<file path="src/rtl/selfprog_pkg.sv">
package selfprog_pkg;

  typedef enum logic [1:0] {
    FOP_FILL   = 2'd0,
    FOP_ERASE  = 2'd1,
    FOP_WRITE  = 2'd2,
    FOP_LOCKRD = 2'd3
  } flash_op_e;

  // low nibble of the register, packed in bit order 3..0
  typedef struct packed {
    logic lck;
    logic wrt;
    logic ers;
    logic en;
  } arm_t;

  localparam int BIT_WDC = 4;
  localparam int BIT_IE  = 7;

  // only the enable alone or the enable plus exactly one selector arms anything
  function automatic arm_t decode_arm(input logic [3:0] f);
    arm_t a;
    a = '0;
    case (f)
      4'b0001: a.en = 1'b1;
      4'b0011: begin a.en = 1'b1; a.ers = 1'b1; end
      4'b0101: begin a.en = 1'b1; a.wrt = 1'b1; end
      4'b1001: begin a.en = 1'b1; a.lck = 1'b1; end
      default: a = '0;
    endcase
    return a;
  endfunction

endpackage

</file>
<file path="src/rtl/sp_window_timer.sv">
module sp_window_timer #(
  parameter int CW = 2
) (
  input  logic          clk,
  input  logic          rst_n,
  input  logic          load,
  input  logic [CW-1:0] load_val,
  input  logic          cancel,
  output logic          expire
);

  logic [CW-1:0] cnt_q, cnt_d;
  logic          act_q, act_d;

  always_comb begin
    cnt_d = cnt_q;
    act_d = act_q;
    if (load) begin
      act_d = 1'b1;
      cnt_d = load_val;
    end else if (cancel) begin
      act_d = 1'b0;
    end else if (act_q) begin
      if (cnt_q == '0) act_d = 1'b0;
      else             cnt_d = cnt_q - 1'b1;
    end
  end

  always_ff @(posedge clk or negedge rst_n) begin
    if (!rst_n) begin
      cnt_q <= '0;
      act_q <= 1'b0;
    end else begin
      cnt_q <= cnt_d;
      act_q <= act_d;
    end
  end

  // last edge on which the armed event is still accepted
  assign expire = act_q & (cnt_q == '0);

endmodule

</file>
<file path="src/rtl/sp_cmd_fmt.sv">
module sp_cmd_fmt
  import selfprog_pkg::*;
#(
  parameter int ADDR_W = 16,
  parameter int PAGE_W = 6,
  parameter int DATA_W = 16
) (
  input  flash_op_e           op,
  input  logic [ADDR_W-1:0]   z,
  input  logic [DATA_W-1:0]   rdat,
  output logic [ADDR_W-1:0]   addr,
  output logic [DATA_W-1:0]   wdata
);

  always_comb begin
    addr  = z;
    wdata = '0;
    case (op)
      FOP_FILL: begin
        addr  = {z[ADDR_W-1:1], 1'b0};
        wdata = rdat;
      end
      FOP_ERASE, FOP_WRITE: begin
        addr = {z[ADDR_W-1:PAGE_W], {PAGE_W{1'b0}}};
      end
      default: begin
        addr = z;
      end
    endcase
  end

endmodule

</file>
<file path="src/rtl/selfprog_ctrl.sv">
module selfprog_ctrl
  import selfprog_pkg::*;
#(
  parameter int ADDR_W     = 16,
  parameter int PAGE_W     = 6,
  parameter int DATA_W     = 16,
  parameter int ARM_WIN    = 4,
  parameter int LOCK_WIN   = 3,
  parameter int WDCE_CYC   = 4,
  parameter int RST_STAGES = 2
) (
  input  logic              clk,
  input  logic              rst_n,
  input  logic              reg_wr,
  input  logic [7:0]        reg_wdata,
  output logic [7:0]        reg_rdata,
  input  logic              spm_strobe,
  input  logic              lpm_strobe,
  input  logic [ADDR_W-1:0] z_addr,
  input  logic [DATA_W-1:0] r_pair,
  input  logic              gie,
  output logic              fc_cmd_valid,
  output logic [1:0]        fc_cmd_op,
  output logic [ADDR_W-1:0] fc_cmd_addr,
  output logic [DATA_W-1:0] fc_cmd_wdata,
  input  logic              fc_busy,
  output logic              cpu_stall,
  output logic              ready_irq
);

  localparam int WIN_MAX = (ARM_WIN > LOCK_WIN) ? ARM_WIN : LOCK_WIN;
  localparam int CW      = (WIN_MAX > 1) ? $clog2(WIN_MAX) : 1;
  localparam int WCW     = (WDCE_CYC > 1) ? $clog2(WDCE_CYC) : 1;

  // reset: asserted asynchronously, released through a flop chain
  logic [RST_STAGES-1:0] rs_q;
  logic                  rst_n_int;

  always_ff @(posedge clk or negedge rst_n) begin
    if (!rst_n) rs_q <= '0;
    else        rs_q <= {rs_q[RST_STAGES-2:0], 1'b1};
  end
  assign rst_n_int = rs_q[RST_STAGES-1];

  // state
  arm_t              arm_q, arm_d;
  logic              wdc_q, wdc_d;
  logic              ie_q, ie_d;
  logic              run_q, run_d;
  logic              busy_q;
  logic              cmd_vld_q, cmd_vld_d;
  flash_op_e         cmd_op_q, cmd_op_d;
  logic [ADDR_W-1:0] cmd_addr_q;
  logic [DATA_W-1:0] cmd_data_q;

  // decode
  arm_t              dec;
  logic              sw_wr, busy_fall;
  logic              fire_spm, fire_lpm, fire;
  flash_op_e         fire_op;
  logic              win_load, win_cancel, win_expire;
  logic [CW-1:0]     win_val;
  logic              wdc_load, wdc_expire;
  logic [ADDR_W-1:0] fmt_addr;
  logic [DATA_W-1:0] fmt_data;

  assign dec       = decode_arm(reg_wdata[3:0]);
  assign sw_wr     = reg_wr & ~run_q;
  assign busy_fall = run_q & busy_q & ~fc_busy;
  assign fire_spm  = arm_q.en & ~arm_q.lck & ~run_q & spm_strobe & ~sw_wr;
  assign fire_lpm  = arm_q.en &  arm_q.lck & ~run_q & lpm_strobe & ~sw_wr;
  assign fire      = fire_spm | fire_lpm;

  always_comb begin
    if (arm_q.lck)      fire_op = FOP_LOCKRD;
    else if (arm_q.ers) fire_op = FOP_ERASE;
    else if (arm_q.wrt) fire_op = FOP_WRITE;
    else                fire_op = FOP_FILL;
  end

  assign win_load   = sw_wr & dec.en;
  assign win_val    = dec.lck ? CW'(LOCK_WIN - 1) : CW'(ARM_WIN - 1);
  assign win_cancel = fire | sw_wr;
  assign wdc_load   = sw_wr & reg_wdata[BIT_WDC];

  sp_window_timer #(.CW(CW)) u_arm_win (
    .clk      (clk),
    .rst_n    (rst_n_int),
    .load     (win_load),
    .load_val (win_val),
    .cancel   (win_cancel),
    .expire   (win_expire)
  );

  sp_window_timer #(.CW(WCW)) u_wdc_win (
    .clk      (clk),
    .rst_n    (rst_n_int),
    .load     (wdc_load),
    .load_val (WCW'(WDCE_CYC - 1)),
    .cancel   (sw_wr),
    .expire   (wdc_expire)
  );

  sp_cmd_fmt #(.ADDR_W(ADDR_W), .PAGE_W(PAGE_W), .DATA_W(DATA_W)) u_fmt (
    .op    (fire_op),
    .z     (z_addr),
    .rdat  (r_pair),
    .addr  (fmt_addr),
    .wdata (fmt_data)
  );

  // next state
  always_comb begin
    arm_d     = arm_q;
    ie_d      = ie_q;
    run_d     = run_q;
    cmd_vld_d = fire;
    cmd_op_d  = fire ? fire_op : cmd_op_q;
    if (sw_wr) begin
      arm_d = dec;
      ie_d  = reg_wdata[BIT_IE];
    end else if (run_q) begin
      if (busy_fall) begin
        arm_d = '0;
        run_d = 1'b0;
      end
    end else if (fire) begin
      if (fire_op == FOP_ERASE || fire_op == FOP_WRITE) run_d = 1'b1;
      else                                              arm_d = '0;
    end else if (win_expire && arm_q.en) begin
      arm_d = '0;
    end
  end

  always_comb begin
    wdc_d = wdc_q;
    if (sw_wr)           wdc_d = reg_wdata[BIT_WDC];
    else if (wdc_expire) wdc_d = 1'b0;
  end

  // registers
  always_ff @(posedge clk or negedge rst_n_int) begin
    if (!rst_n_int) begin
      arm_q     <= '0;
      wdc_q     <= 1'b0;
      ie_q      <= 1'b0;
      run_q     <= 1'b0;
      busy_q    <= 1'b0;
      cmd_vld_q <= 1'b0;
      cmd_op_q  <= FOP_FILL;
    end else begin
      arm_q     <= arm_d;
      wdc_q     <= wdc_d;
      ie_q      <= ie_d;
      run_q     <= run_d;
      busy_q    <= fc_busy;
      cmd_vld_q <= cmd_vld_d;
      cmd_op_q  <= cmd_op_d;
    end
  end

  // command payload, loaded only when a command fires
  always_ff @(posedge clk or negedge rst_n_int) begin
    if (!rst_n_int) begin
      cmd_addr_q <= '0;
      cmd_data_q <= '0;
    end else if (fire) begin
      cmd_addr_q <= fmt_addr;
      cmd_data_q <= fmt_data;
    end
  end

  assign reg_rdata    = {ie_q, 2'b00, wdc_q, arm_q.lck, arm_q.wrt, arm_q.ers, arm_q.en};
  assign fc_cmd_valid = cmd_vld_q;
  assign fc_cmd_op    = cmd_op_q;
  assign fc_cmd_addr  = cmd_addr_q;
  assign fc_cmd_wdata = cmd_data_q;
  assign cpu_stall    = run_q;
  assign ready_irq    = ie_q & gie & ~arm_q.en;

endmodule

</file>
<file path="config.mk">
export PLATFORM = sky130hd
export DESIGN_NAME = selfprog_ctrl
export DESIGN_NICKNAME = d
export VERILOG_FILES = /design/src/rtl/selfprog_pkg.sv /design/src/rtl/sp_window_timer.sv /design/src/rtl/sp_cmd_fmt.sv /design/src/rtl/selfprog_ctrl.sv
export SDC_FILE = /design/constraint.sdc
export NUM_CORES = 1
export LEC_CHECK = 0
export BUFFER_PORTS_ARGS = -buffer_cell sky130_fd_sc_hd__buf_2
export CORE_UTILIZATION = 47
export CTS_CLUSTER_SIZE = 25
export DETAILED_ROUTE_END_ITERATION = 8
export PLACE_DENSITY = 0.8
export SLEW_MARGIN = 20
export SYNTH_ARGS = -nofsm -noshare
export SYNTH_HDL_FRONTEND = slang
export SYNTH_SLANG_ARGS = --single-unit
export TNS_END_PERCENT = 50
</file>
<file path="constraint.sdc">
create_clock -name clk -period 2.15 [get_ports clk]
set_input_delay 0.5375 -clock clk [delete_from_list [all_inputs] [get_ports clk]]
set_output_delay 0.5375 -clock clk [all_outputs]
set_load 0.02 [all_outputs]
</file>
; ---- Word level (Yosys, flattened, before mapping)
; Cells that the tools add are included.
; Widths: inputs -> output; s select.
[totals]
ff_bits = 51
in_bits = 47
output_inout_bits = 45
wordCells = 107
[classes]
add_sub_neg = 2
n_eq_ne = 12
mux = 38
bitwise_logic = 24
n_reduce_logical = 14
[ops]
columns = op, n
row1 = $mux 4, 6
row2 = $mux 2, 11
row3 = $mux 1, 19
row4 = $and 1x1->1, 17
row5 = $mux 16, 1
row6 = $pmux 6 s2, 1
row7 = $reduce_and 3->1, 3
row8 = $ne 2x1->1 const B, 4
row9 = $logic_not 2->1, 3
row10 = $reduce_bool 2->1, 3
row11 = $not 1->1, 5
row12 = $eq 4x1->1 const B, 1
row13 = $eq 4x2->1 const B, 1
row14 = $eq 4x3->1 const B, 1
row15 = $eq 4x4->1 const B, 1
row16 = $ne 4x4->1 const B, 1
row17 = $reduce_bool 4->1, 1
row18 = $reduce_or 4->1, 1
row19 = $sub 2x1->2 const B, 2
row20 = $ne 3x1->1 const B, 1
row21 = $eq 2x1->1 const B, 1
row22 = $eq 2x2->1 const B, 1
row23 = $or 1x1->1, 2
row24 = $reduce_or 2->1, 1
row25 = 2 further kinds, 2

; ---- Longest topological paths before layout
[depth]
word_depth = 9
mapped_depth = 7

; ---- Modules after synthesis
; Synthesis repeated with hierarchy kept, for this count alone.
[unflattened]
cells_unflattened = 189
area_unflattened_um2 = 2519.9
[by_module_without_submodules]
columns = mod, instances, cells_each, area_per_inst_um2
row1 = selfprog_ctrl, 1, 124, 1959.4
row2 = sp_window_timer, 2, 15, 157.7
row3 = sp_cmd_fmt, 1, 35, 245.2

; ---- Least setup slack after synthesis
; Ideal clock, no wire load.
[synth_path]
path_kind = register -> register
start = register arm_q (netlist bit reg_rdata[1])
end = register arm_q (netlist bit reg_rdata[0])
setup_ps = 119
arrival_time_ps = 1669
t_required_ps = 2031
path_slack_ps = 362
path_stages_with_launch = 8
cell_sequence = dfrtp_1 -> inv_1 -> a21oi_1 -> ha_1 -> and2_1 -> a32oi_1 -> o21ai_1 -> a21bo_2
[synth_via]
elab_chain_len = 6
word_cells_on_any_way = 7
classes_between = eq/ne: 3 / mux: 2 / reduce/logical: 2
[synth_lines]
columns = element, line
row1 = "start, declared", selfprog_ctrl.sv:46  ; arm_t arm_q, arm_d;
row2 = "start signal, assigned", selfprog_ctrl.sv:152  ; arm_q <= arm_d;
row3 = $mux 2 (*), selfprog_ctrl.sv:76  ; else if (arm_q.ers) fire_op = FOP_ERASE;
row4 = $mux 2 (*), selfprog_ctrl.sv:75  ; if (arm_q.lck) fire_op = FOP_LOCKRD;
row5 = $eq 2x1->1 / $eq 2x2->1 (equally long branches), selfprog_ctrl.sv:128  ; if (fire_op == FOP_ERASE || fire_op == FOP_WRITE) run_d = 1'b1;
row6 = $logic_or 1x1->1 (*), selfprog_ctrl.sv:128
row7 = $ne 4x4->1 (no source line) (*), n/a
row8 = $reduce_and 3->1 (no source line) (*), n/a
; Every way passes the cells marked *; elsewhere a longest branch is shown, timed or not.
; A chain may end at the register's enable or synchronous reset.

; ---- Final worst setup path
[layout_path]
start = register arm_q (netlist bit reg_rdata[3])
end = register arm_q (netlist bit reg_rdata[0])
[layout_via]
elab_chain_len = 9
word_cells_on_any_way = 20
classes_between = eq/ne: 3 / mux: 4 / bitwise: 10 / reduce/logical: 3
[layout_lines]
columns = element, line
row1 = $not 1->1, selfprog_ctrl.sv:70  ; assign fire_spm = arm_q.en & ~arm_q.lck & ~run_q & spm_strobe & ~sw_wr;
row2 = $and 1x1->1 (4 in series), selfprog_ctrl.sv:70
row3 = $or 1x1->1, selfprog_ctrl.sv:72  ; assign fire = fire_spm | fire_lpm;
row4 = $mux 4, selfprog_ctrl.sv:127  ; end else if (fire) begin
row5 = $mux 4, selfprog_ctrl.sv:122  ; end else if (run_q) begin
row6 = $mux 4, selfprog_ctrl.sv:119  ; if (sw_wr) begin
; Parallel ways exist; a longest one is shown, timed or not.

==> impl_metrics.py <==
metrics = {
    "detailed_routing": {
        "initialDrtViolationCount": 132,
        "dr.pass1.iters": 4,
        "wirelength_mm": 4.397,
        "antenna_left": 0,
        "wl_per_cell_um": 12.25,
        "vias_per_cell": 4.825,
        "drc_errors": 0,
        "via_count": 1732,
    },
    "sta": {
        "relSlewSlack": 0.5980,
        "fin_tns_setup_ps": 0,
        "finalSetupViolCount": 0,
        "whs_ps": 355.1,
        "post-route-min-period_ps": 1828,
        "finalClockSkew_ps": 4.099,
        "finalHoldViolations": 0,
        "fmax_mhz": 547.0,
        "final_max_slew_viol_count": 0,
        "rsz0062_at_grt": "false",
        "worst_slew_pin_slew_ps": 603.0,
        "min_period_over_period": 0.8502,
    },
    "min_path": {
        "min_path_type": "reg2async",
    },
    "final_layout": {
        "drive_above_1_share": 0.3583,
        "antenna_cells": 0,
        "fin_cells": 359,
        "nets": 357,
        "areaGrowthSynthToFinish_pct": 27.40,
    },
    "clock_tree": {
        "cts-buffers-inserted": 5,
        "cts_tree": "built",
        "h-tree-depth": 2,
        "postCtsSetupRepairBufs": 0,
        "cts.sinks": 51,
        "clkSlewWorstSetupHoldPaths_ps": 90,
        "cts_buffer_depth": 2,
        "cts_resized": 0,
        "clk-insertion-delay-late_ps": 300,
        "cts_root_buf": "clkbuf_8",
    },
    "power_and_ir_drop": {
        "p_leak_nw": 1.589,
        "p_per_area_nw_per_um2": 1112,
        "peakVddDrop_mv": 0.7983,
    },
    "yosys": {
        "ys_ff_latch": 51,
        "synth.area.top_cells": "dfrtp_1 60%, nand2_1 13%, nand3_1 4.2%",
        "synthMuxAreaShare": 0.01227,
        "async_flop_share": 1.000,
        "ys.flop_type": "dfrtp_1",
        "netlist_area_um2": 2142,
        "synthSimpleGateAreaFrac": 0.2179,
        "synth-edff-count": 0,
        "yosysMostFrequentCell": "nand2_1",
        "synth_top_area_share": 0.5958,
        "synth_top_family_by_area": "simple AND/OR/NAND/NOR gates",
        "yosysWarnings": 0,
        "synth-compound-area-share": 0.09229,
        "synth_cells": 219,
        "yosysTopAreaCell": "dfrtp_1",
        "ys_seq_area_frac": 0.5958,
        "synth-adder-area-share": 0.02336,
        "synthXorXnorAreaFrac": 0,
        "synthTopCellsByCount": "76 x nand2_1, 51 x dfrtp_1, 18 x nand3_1, 12 x o21ai_0, 8 x inv_1",
        "synthDistinctLibCells": 36,
        "avgSynthCellArea_um2": 9.781,
    },
    "place": {
        "placed_cells": 350,
        "io_buffers": 87,
        "hpwl_mm": 3.158,
        "gp_congestion": 0.7663,
    },
    "floorplan": {
        "fp.dieH_um": 69.51,
        "die_area_um2": 4832,
        "core_area_um2": 4354,
        "start_util": 0.4920,
        "dieWidth_um": 69.51,
        "rows": 24,
        "io_pins": 92,
    },
    "grt": {
        "grt_overflow": 0,
        "grt_max_degree": 50,
        "first_global_vias": 1678,
        "antenna_found_initial": 0,
        "grt_usage": 0.1981,
        "grt_pass1_wl_mm": 7.548,
    },
    "worst_setup_path": {
        "cp_slowest_stage_delay_ps": 450,
        "reg2reg_depth": 6,
        "cp.arrival_ps": 2020,
        "worstSetupEndpointType": "register",
        "startpoint": "reg_rdata[3]",
        "start_kind": "register",
        "crit_type": "reg2reg",
        "worstPathCellList": "a21oi_1 > ha_1 > and2_1 > a32oi_1 > o21ai_1 > a21bo_2",
        "worst-path-max-fanout": 5,
        "slowest_stage": "dfrtp_1",
        "required_ps": 2340,
        "rr_startpoint": "reg_rdata[3]",
    },
    "run_status": {
        "status": "finished, final reports clean",
    },
    "flow_run": {
        "cap_viol_max_count": 0,
    },
}
[sequential cells by signal (all words and copies together), names as in the netlist]
signal           flops
reg_rdata            4
u_wdc_win.cnt_q      2
fc_cmd_addr         16
ie_q                 1
wdc_q                1
fc_cmd_valid         1
u_wdc_win.act_q      1
u_arm_win.cnt_q      2
rs_q                 2
cpu_stall            1
fc_cmd_op            2
u_arm_win.act_q      1
busy_q               1
fc_cmd_wdata        16
[power breakdown]
| group | switching [mW] | internal, mW | total (mW) |
|---|---|---|---|
| Sequential | 0.135 | 1.23 | 1.37 |
| Combinational | 0.631 | 0.351 | 0.982 |
| Clock | 0.311 | 0.377 | 0.687 |
[final cells by class]
cell class	count	area [um^2]
flip-flops and latches	51	1277
multi-input cells	146	752.0
inverters	9	33.78
repair buffers	93	483.0
clock inverters	2	35.03
clock buffers	6	82.58
well taps	52	65.06
fillers	398	1625
[critical path, delay by kind of cell, from the launching register on]
kind | cells | cell delay, ps
flip-flops | 1 | 450
AND/OR/NAND/NOR | 1 | 150
AO/OA/AOI/OAI | 4 | 860
adder cells (fa/ha/maj) | 1 | 260
[worst paths after layout]
check	endpoint	slack, ps
min reg2reg	u_arm_win.cnt_q[1]	360
min	u_arm_win.cnt_q[1]	360
max in group asynchronous	fc_cmd_addr[0]	1390
min in group clk	busy_q	360
max reg2reg	reg_rdata[0]	320
max	reg_rdata[0]	320
[timing repair]
action | 4_1_cts | 5_1_grt
hold buffers | 1 | 0
endpoints found under the hold margin | 2 | 0
setup endpoints to repair | 0 | 0
[metrics by stage]
stage	instance area (um^2)	utilization	total power [mW]	setup slack [ps]
6_report	2729	0.6267	3.035	322.0
5_1_grt	2729	0.6267	3.222	124.8
4_1_cts	2729	0.6267	3.080	315.1
3_5_place_dp	2601	0.5974	2.387	327.2
3_3_place_gp	2601	0.5974	2.348	329.9
2_1_floorplan	2146	-	2.023	361.8
[kinds of logic after synthesis]
kind of cell	count (synthesis)
AOI/OAI and AO/OA	30
adders and majority gates	4
buffers and inverters	23
DFF	51
muxes	2
other	2
and+or+nand+nor	107
[routing by layer]
layer	vias to the layer above	share of wire	global-route usage
met5	-	0	0
li1	878	-	-
met3	7	0.045	0.03924
met1	797	0.44	0.2414
met4	0	0.016	0.07483
met2	50	0.50	0.3463
[layout by cell type, fill, tap and decap left out, drive strengths merged, types with 2 or more instances in the layout]
cell type,synthesis,routed
a2bb2oi,2,2
clkbuf,6,6
a21o,3,3
nor2,5,5
a21oi,3,3
dfrtp,51,51
nor4b,2,2
inv,9,9
buf,8,92
nand2,76,76
mux2,2,2
nand3,19,19
o21ai,14,14
ha,4,4
conb,2,3
Note: power is estimated with default switching activity, not from simulation.
